### src/rtl/irqblk_pkg.sv
package irqblk_pkg;
  localparam int REG_W  = 32;
  localparam int ADDR_W = 2;
  localparam int LVL_N  = 6;

  typedef enum logic [ADDR_W-1:0] {
    SEL_RAW  = 2'd0,
    SEL_MASK = 2'd1,
    SEL_MST  = 2'd2,
    SEL_CLR  = 2'd3
  } reg_sel_e;

  // bit positions of the status word
  localparam int B_TX_EMPTY   = 0;
  localparam int B_TX_NEMPTY  = 1;
  localparam int B_TX_FULL    = 2;
  localparam int B_TX_OVR     = 3;
  localparam int B_RX_EMPTY   = 4;
  localparam int B_RX_NFULL   = 5;
  localparam int B_RX_FULL    = 6;
  localparam int B_RD_REQ     = 16;
  localparam int B_RD_EMPTY   = 17;
  localparam int B_WR_REQ     = 18;
  localparam int B_MDONE      = 19;
  localparam int B_SDONE      = 20;
  localparam int B_ARB_LOST   = 24;
  localparam int B_BUS_ERR    = 25;
  localparam int B_MDONE_NS   = 28;

  localparam logic [REG_W-1:0] CLEARABLE = 32'h131F_007F;
  localparam logic [REG_W-1:0] LVL_BITS  =
    (REG_W'(1) << B_TX_EMPTY) | (REG_W'(1) << B_TX_NEMPTY) |
    (REG_W'(1) << B_TX_FULL)  | (REG_W'(1) << B_RX_EMPTY)  |
    (REG_W'(1) << B_RX_NFULL) | (REG_W'(1) << B_RX_FULL);
  localparam logic [REG_W-1:0] STICKY_BITS = CLEARABLE & ~LVL_BITS;
endpackage

### src/rtl/irq_evt_map.sv
module irq_evt_map
  import irqblk_pkg::*;
#(
  parameter bit HAS_NOSTOP_DONE = 1'b1
) (
  input  logic [LVL_N-1:0] fifo_lvl_i,
  input  logic             tx_ovr_i,
  input  logic             rd_req_i,
  input  logic             rd_empty_i,
  input  logic             wr_req_i,
  input  logic             mdone_i,
  input  logic             mdone_stop_i,
  input  logic             sdone_i,
  input  logic             arb_lost_i,
  input  logic             start_det_i,
  input  logic             stop_det_i,
  input  logic             xfer_active_i,
  input  logic             own_cond_i,
  output logic [REG_W-1:0] lvl_vec_o,
  output logic [REG_W-1:0] set_vec_o
);
  logic done_stop;
  logic done_nostop;
  logic bus_err;

  // completion reporting variant
  generate
    if (HAS_NOSTOP_DONE) begin : g_split_done
      assign done_stop   = mdone_i & mdone_stop_i;
      assign done_nostop = mdone_i & ~mdone_stop_i;
    end else begin : g_single_done
      logic unused_stop;
      assign unused_stop = mdone_stop_i;
      assign done_stop   = mdone_i;
      assign done_nostop = 1'b0;
    end
  endgenerate

  // a condition the controller did not drive, in mid transfer
  assign bus_err = xfer_active_i & (start_det_i | stop_det_i) & ~own_cond_i;

  always_comb begin
    lvl_vec_o              = '0;
    lvl_vec_o[B_TX_EMPTY]  = fifo_lvl_i[0];
    lvl_vec_o[B_TX_NEMPTY] = fifo_lvl_i[1];
    lvl_vec_o[B_TX_FULL]   = fifo_lvl_i[2];
    lvl_vec_o[B_RX_EMPTY]  = fifo_lvl_i[3];
    lvl_vec_o[B_RX_NFULL]  = fifo_lvl_i[4];
    lvl_vec_o[B_RX_FULL]   = fifo_lvl_i[5];
  end

  always_comb begin
    set_vec_o              = '0;
    set_vec_o[B_TX_OVR]    = tx_ovr_i;
    set_vec_o[B_RD_REQ]    = rd_req_i;
    set_vec_o[B_RD_EMPTY]  = rd_empty_i;
    set_vec_o[B_WR_REQ]    = wr_req_i;
    set_vec_o[B_MDONE]     = done_stop;
    set_vec_o[B_SDONE]     = sdone_i;
    set_vec_o[B_ARB_LOST]  = arb_lost_i;
    set_vec_o[B_BUS_ERR]   = bus_err;
    set_vec_o[B_MDONE_NS]  = done_nostop;
  end
endmodule

### src/rtl/irq_raw_reg.sv
module irq_raw_reg
  import irqblk_pkg::*;
(
  input  logic             clk,
  input  logic             rst_n,
  input  logic [REG_W-1:0] lvl_vec_i,
  input  logic [REG_W-1:0] set_vec_i,
  input  logic [REG_W-1:0] clr_vec_i,
  output logic [REG_W-1:0] raw_q_o
);
  logic [REG_W-1:0] raw_d;
  logic [REG_W-1:0] raw_q;

  // set dominates clear; level bits sample their source
  always_comb begin
    raw_d = (lvl_vec_i & LVL_BITS) |
            ((set_vec_i | (raw_q & ~clr_vec_i)) & STICKY_BITS);
  end

  always_ff @(posedge clk or negedge rst_n) begin
    if (!rst_n) raw_q <= '0;
    else        raw_q <= raw_d;
  end

  assign raw_q_o = raw_q;
endmodule

### src/rtl/irq_mask_reg.sv
module irq_mask_reg
  import irqblk_pkg::*;
#(
  parameter logic [REG_W-1:0] WR_MASK = 32'h1FFF_FFFF
) (
  input  logic             clk,
  input  logic             rst_n,
  input  logic             wr_en_i,
  input  logic [REG_W-1:0] wdata_i,
  output logic [REG_W-1:0] mask_q_o
);
  logic [REG_W-1:0] mask_d;
  logic [REG_W-1:0] mask_q;

  always_comb begin
    mask_d = mask_q;
    if (wr_en_i) mask_d = wdata_i & WR_MASK;
  end

  always_ff @(posedge clk or negedge rst_n) begin
    if (!rst_n) mask_q <= '0;
    else        mask_q <= mask_d;
  end

  assign mask_q_o = mask_q;
endmodule

### src/rtl/irq_regblk.sv
module irq_regblk
  import irqblk_pkg::*;
#(
  parameter bit HAS_NOSTOP_DONE = 1'b1,
  parameter int RSVD_BITS       = 3
) (
  input  logic              clk,
  input  logic              rst_n,
  input  logic              reg_wr_i,
  input  logic [ADDR_W-1:0] reg_addr_i,
  input  logic [REG_W-1:0]  reg_wdata_i,
  output logic [REG_W-1:0]  reg_rdata_o,
  input  logic [LVL_N-1:0]  fifo_lvl_i,
  input  logic              tx_ovr_i,
  input  logic              rd_req_i,
  input  logic              rd_empty_i,
  input  logic              wr_req_i,
  input  logic              mdone_i,
  input  logic              mdone_stop_i,
  input  logic              sdone_i,
  input  logic              arb_lost_i,
  input  logic              start_det_i,
  input  logic              stop_det_i,
  input  logic              xfer_active_i,
  input  logic              own_cond_i,
  output logic              irq_o
);
  localparam logic [REG_W-1:0] WR_MASK = {REG_W{1'b1}} >> RSVD_BITS;

  logic [REG_W-1:0] lvl_vec;
  logic [REG_W-1:0] set_vec;
  logic [REG_W-1:0] clr_vec;
  logic [REG_W-1:0] raw_q;
  logic [REG_W-1:0] mask_q;
  logic [REG_W-1:0] masked;
  logic             mask_we;
  logic             irq_d;
  logic             irq_q;
  reg_sel_e         sel;

  assign sel     = reg_sel_e'(reg_addr_i);
  assign mask_we = reg_wr_i && (sel == SEL_MASK);

  always_comb begin
    clr_vec = '0;
    if (reg_wr_i && (sel == SEL_CLR)) clr_vec = reg_wdata_i & CLEARABLE & WR_MASK;
  end

  irq_evt_map #(.HAS_NOSTOP_DONE(HAS_NOSTOP_DONE)) u_map (
    .fifo_lvl_i    (fifo_lvl_i),
    .tx_ovr_i      (tx_ovr_i),
    .rd_req_i      (rd_req_i),
    .rd_empty_i    (rd_empty_i),
    .wr_req_i      (wr_req_i),
    .mdone_i       (mdone_i),
    .mdone_stop_i  (mdone_stop_i),
    .sdone_i       (sdone_i),
    .arb_lost_i    (arb_lost_i),
    .start_det_i   (start_det_i),
    .stop_det_i    (stop_det_i),
    .xfer_active_i (xfer_active_i),
    .own_cond_i    (own_cond_i),
    .lvl_vec_o     (lvl_vec),
    .set_vec_o     (set_vec)
  );

  irq_raw_reg u_raw (
    .clk       (clk),
    .rst_n     (rst_n),
    .lvl_vec_i (lvl_vec),
    .set_vec_i (set_vec),
    .clr_vec_i (clr_vec),
    .raw_q_o   (raw_q)
  );

  irq_mask_reg #(.WR_MASK(WR_MASK)) u_mask (
    .clk      (clk),
    .rst_n    (rst_n),
    .wr_en_i  (mask_we),
    .wdata_i  (reg_wdata_i),
    .mask_q_o (mask_q)
  );

  assign masked = raw_q & mask_q;
  assign irq_d  = |masked;

  always_ff @(posedge clk or negedge rst_n) begin
    if (!rst_n) irq_q <= 1'b0;
    else        irq_q <= irq_d;
  end

  always_comb begin
    unique case (sel)
      SEL_RAW:  reg_rdata_o = raw_q & WR_MASK;
      SEL_MASK: reg_rdata_o = mask_q;
      SEL_MST:  reg_rdata_o = masked & WR_MASK;
      default:  reg_rdata_o = '0;
    endcase
  end

  assign irq_o = irq_q;
endmodule

### config.mk
export PLATFORM = sky130hd
export DESIGN_NAME = irq_regblk
export DESIGN_NICKNAME = d
export VERILOG_FILES = /design/src/rtl/irqblk_pkg.sv /design/src/rtl/irq_evt_map.sv /design/src/rtl/irq_raw_reg.sv /design/src/rtl/irq_mask_reg.sv /design/src/rtl/irq_regblk.sv
export SDC_FILE = /design/constraint.sdc
export NUM_CORES = 1
export LEC_CHECK = 0
export BUFFER_PORTS_ARGS = -buffer_cell sky130_fd_sc_hd__buf_2
export CAP_MARGIN = 25
export CELL_PAD_IN_SITES_DETAIL_PLACEMENT = 1
export CELL_PAD_IN_SITES_GLOBAL_PLACEMENT = 2
export CORE_MARGIN = 3
export CORE_UTILIZATION = 31
export CTS_CLUSTER_SIZE = 20
export DETAILED_ROUTE_END_ITERATION = 10
export PLACE_DENSITY_LB_ADDON = 0.1
export SLEW_MARGIN = 10
export SYNTH_ARGS = -nofsm -noshare
export SYNTH_HDL_FRONTEND = slang
export SYNTH_SLANG_ARGS = --single-unit
### constraint.sdc
create_clock -name clk -period 2.72 [get_ports clk]
set_input_delay 0.272 -clock clk [delete_from_list [all_inputs] [get_ports clk]]
set_output_delay 0.272 -clock clk [all_outputs]
set_load 0.01 [all_outputs]
==> out/qor.yml <==
status: "finished clean"
syn_area_sq_um: 2070
synthCells: 180
pre_cts_slack_ps: 781
dieWidth_microns: 87.8
cts_buffers: 5
firstDrtPassIters: 4
max_cap_violations: 0
wl_per_cell_microns: 16.1
ir_drop_mv: 0.206
power.total_mw: 1.62
hold_depth: 1
final_layout_size_suffix_gt1_frac: 0.462
grt_pass1_wl_mm: 8.70
hold_path.class: "primary input to flip-flop"
hold_end: "u_raw.raw_q_o[5]$_DFF_PN0_"
dieArea_sq_um: 7700
io_pins: 88
fmax_ghz: 0.541
cp.required_ps: 2450
crit_path_cell_trace: "buf_2, and2b_1, buf_12, nand2_1, o21ai_0, buf_2"
finalMaxSlewViolations: 0
arrival_ps: 1580
crit_top_cell: "buf_2"
final_area_sq_um: 2660
stdcell_count: 341
core_area_sq_um: 6420
hold_slack_ps: 75.1
regToRegSetupSlack_ps: 1460
ant_nets: 0
routed_wl_mm: 5.51
clockBufferDepth: 2
tritoncts: "built"
seq_area_frac_synth: 0.543
place_area_sq_um: 2550
antenna_found_initial: 0
yosysWarnings: 0
num_antenna_cells: 0
synth.area.top_cells: "dfrtp_1, mux2_2, mux2_4"
htreeDepth: 2
via_per_inst: 4.87
r2r-start: "u_mask.mask_q_o[2]$_DFFE_PN0P_"
area_growth_syn_to_layout_pct: 28.4
ys_types: 22
clk_pin_slew_ps: 90
grt.overflow.total: 0
powerDensity_nw_per_um2: 607
gp_congestion: 0.707
first_iter_violations: 47
rsz0062_at_grt: "no"
place_inst: 332
io_buffer_count: 81
cts-root-buf: "clkbuf_8"
drc: 0
cts_sinks: 45
synth_area_per_cell_sq_um: 11.5
vias: 1659
layout.nets: 318
regToRegEndpoint: "irq_o$_DFF_PN0_"
worstPathMaxFanout: 17
grt_max_degree: 32
hold_start: "fifo_lvl_i[4]"
critPathTopFamily: "buffers and inverters"
fin_ws_ps: 873
fin_crit_sh: 0.679
clock_latency_ps: 300
setup_viol: 0
cp_slowest_cell: "and2b_1"
synth_top_area_frac: 0.543
critPathCaptureType: "output pin"
r2r_cells: 3
period_minus_slack_ps: 1850
setup_tns_ps: 0
crit_path_start_kind: "primary input"
critPathMaxStageDelay_ps: 480
grtUsageTotal: 0.151
finalHoldViolCount: 0
num_rows: 29
crit_type: "primary input to output pin"
yosys.area.top_type: "dfrtp_1"
final_core_util: 0.414
die_y_microns: 87.8
p_leak_nw: 1.31
hpwl_mm: 3.98
ys_seq_elements: 45
start_util: 0.323
path_buf_inv: 3
fin_worst_skew_ps: 6.03
grt_pass1_vias: 1757
[placed cells by master, fill, tap and decap left out]
master / count
nand4_1: 1
buf_12: 1
inv_1: 2
and3_1: 2
a222oi_1: 1
a221oi_1: 1
dfrtp_1: 45
clkinv_2: 1
mux2_4: 10
and2_1: 14
a22oi_1: 4
nor3b_1: 1
buf_2: 81
nor2_1: 1
dlygate4sd3_1: 1
buf_4: 3
nand2_1: 25
and2b_1: 1
o21ai_0: 30
mux2_2: 19
conb_1: 3
a22o_1: 3
a21o_1: 7
clkbuf_8: 7
[power breakdown]
part	switching, mW	leakage [nW]	internal [mW]
sequential	0.0683	0.506	0.763
combinational	0.142	0.745	0.181
clock	0.231	0.0542	0.230
[state kept, by name (all words and copies together), names as in the netlist]
| name | flops |
|---|---|
| u_raw.raw_q_o | 15 |
| u_mask.mask_q_o | 29 |
| irq_o | 1 |
[timing repair]
item,4_1_cts,5_1_grt
hold buffers,1,0
resized for setup,0,0
endpoints found under the hold margin,14,0
setup buffers,0,0
[cell usage after synthesis]
| cell | n |
|---|---|
| and2_1 | 14 |
| nor3b_1 | 1 |
| a222oi_1 | 1 |
| nor2_1 | 1 |
| nand2_1 | 25 |
| buf_6 | 2 |
| a22oi_1 | 4 |
| nand4_1 | 1 |
| and2b_1 | 1 |
| and3_1 | 2 |
| a221oi_1 | 1 |
| mux2_2 | 19 |
| mux2_4 | 10 |
| a21o_1 | 7 |
| dfrtp_1 | 45 |
| inv_1 | 2 |
| o21ai_0 | 30 |
| clkbuf_1 | 5 |
| a22o_1 | 3 |
| buf_4 | 3 |
| buf_2 | 2 |
| conb_1 | 1 |
[layout make-up]
cell class	instances	area (sq um)
Multi-Input combinational cell	123	872
Inverter	2	7.51
Fill cell	736	3760
Timing Repair Buffer	86	458
Clock inverter	1	5.00
Clock buffer	7	96.3
Tap cell	77	96.3
Sequential cell	45	1130
[routing by layer]
metal,up-vias,GRT usage,wire length (microns),share of wire
met5,-,0,0,0
met4,0,0.0460,58,0.011
met3,5,0.0574,363,0.066
met2,51,0.255,2720,0.49
met1,816,0.179,2360,0.43
li1,787,-,-,-
[how the worst max path moves through the flow]
stage                             start                               to  slack (ps)  depth (start not counted)
after floorplan           reg_addr_i[1]                  reg_rdata_o[18]        1380                          5
after global placement    reg_addr_i[0]                  reg_rdata_o[19]         780                          6
after detailed placement  reg_addr_i[0]  u_mask.mask_q_o[22]$_DFFE_PN0P_         780                          5
after CTS                 reg_addr_i[0]                  reg_rdata_o[19]         800                          6
after global routing      reg_addr_i[0]                   reg_rdata_o[6]         680                          6
final                     reg_addr_i[0]                  reg_rdata_o[19]         870                          6
[logic make-up after synthesis]
family                 synth area share
buffers and inverters            0.0393
muxes                             0.176
and+or+nand+nor                   0.106
AOI/OAI and AO/OA                 0.134
DFF                               0.543
other                           0.00181
Power figures use the tool's default switching activity.
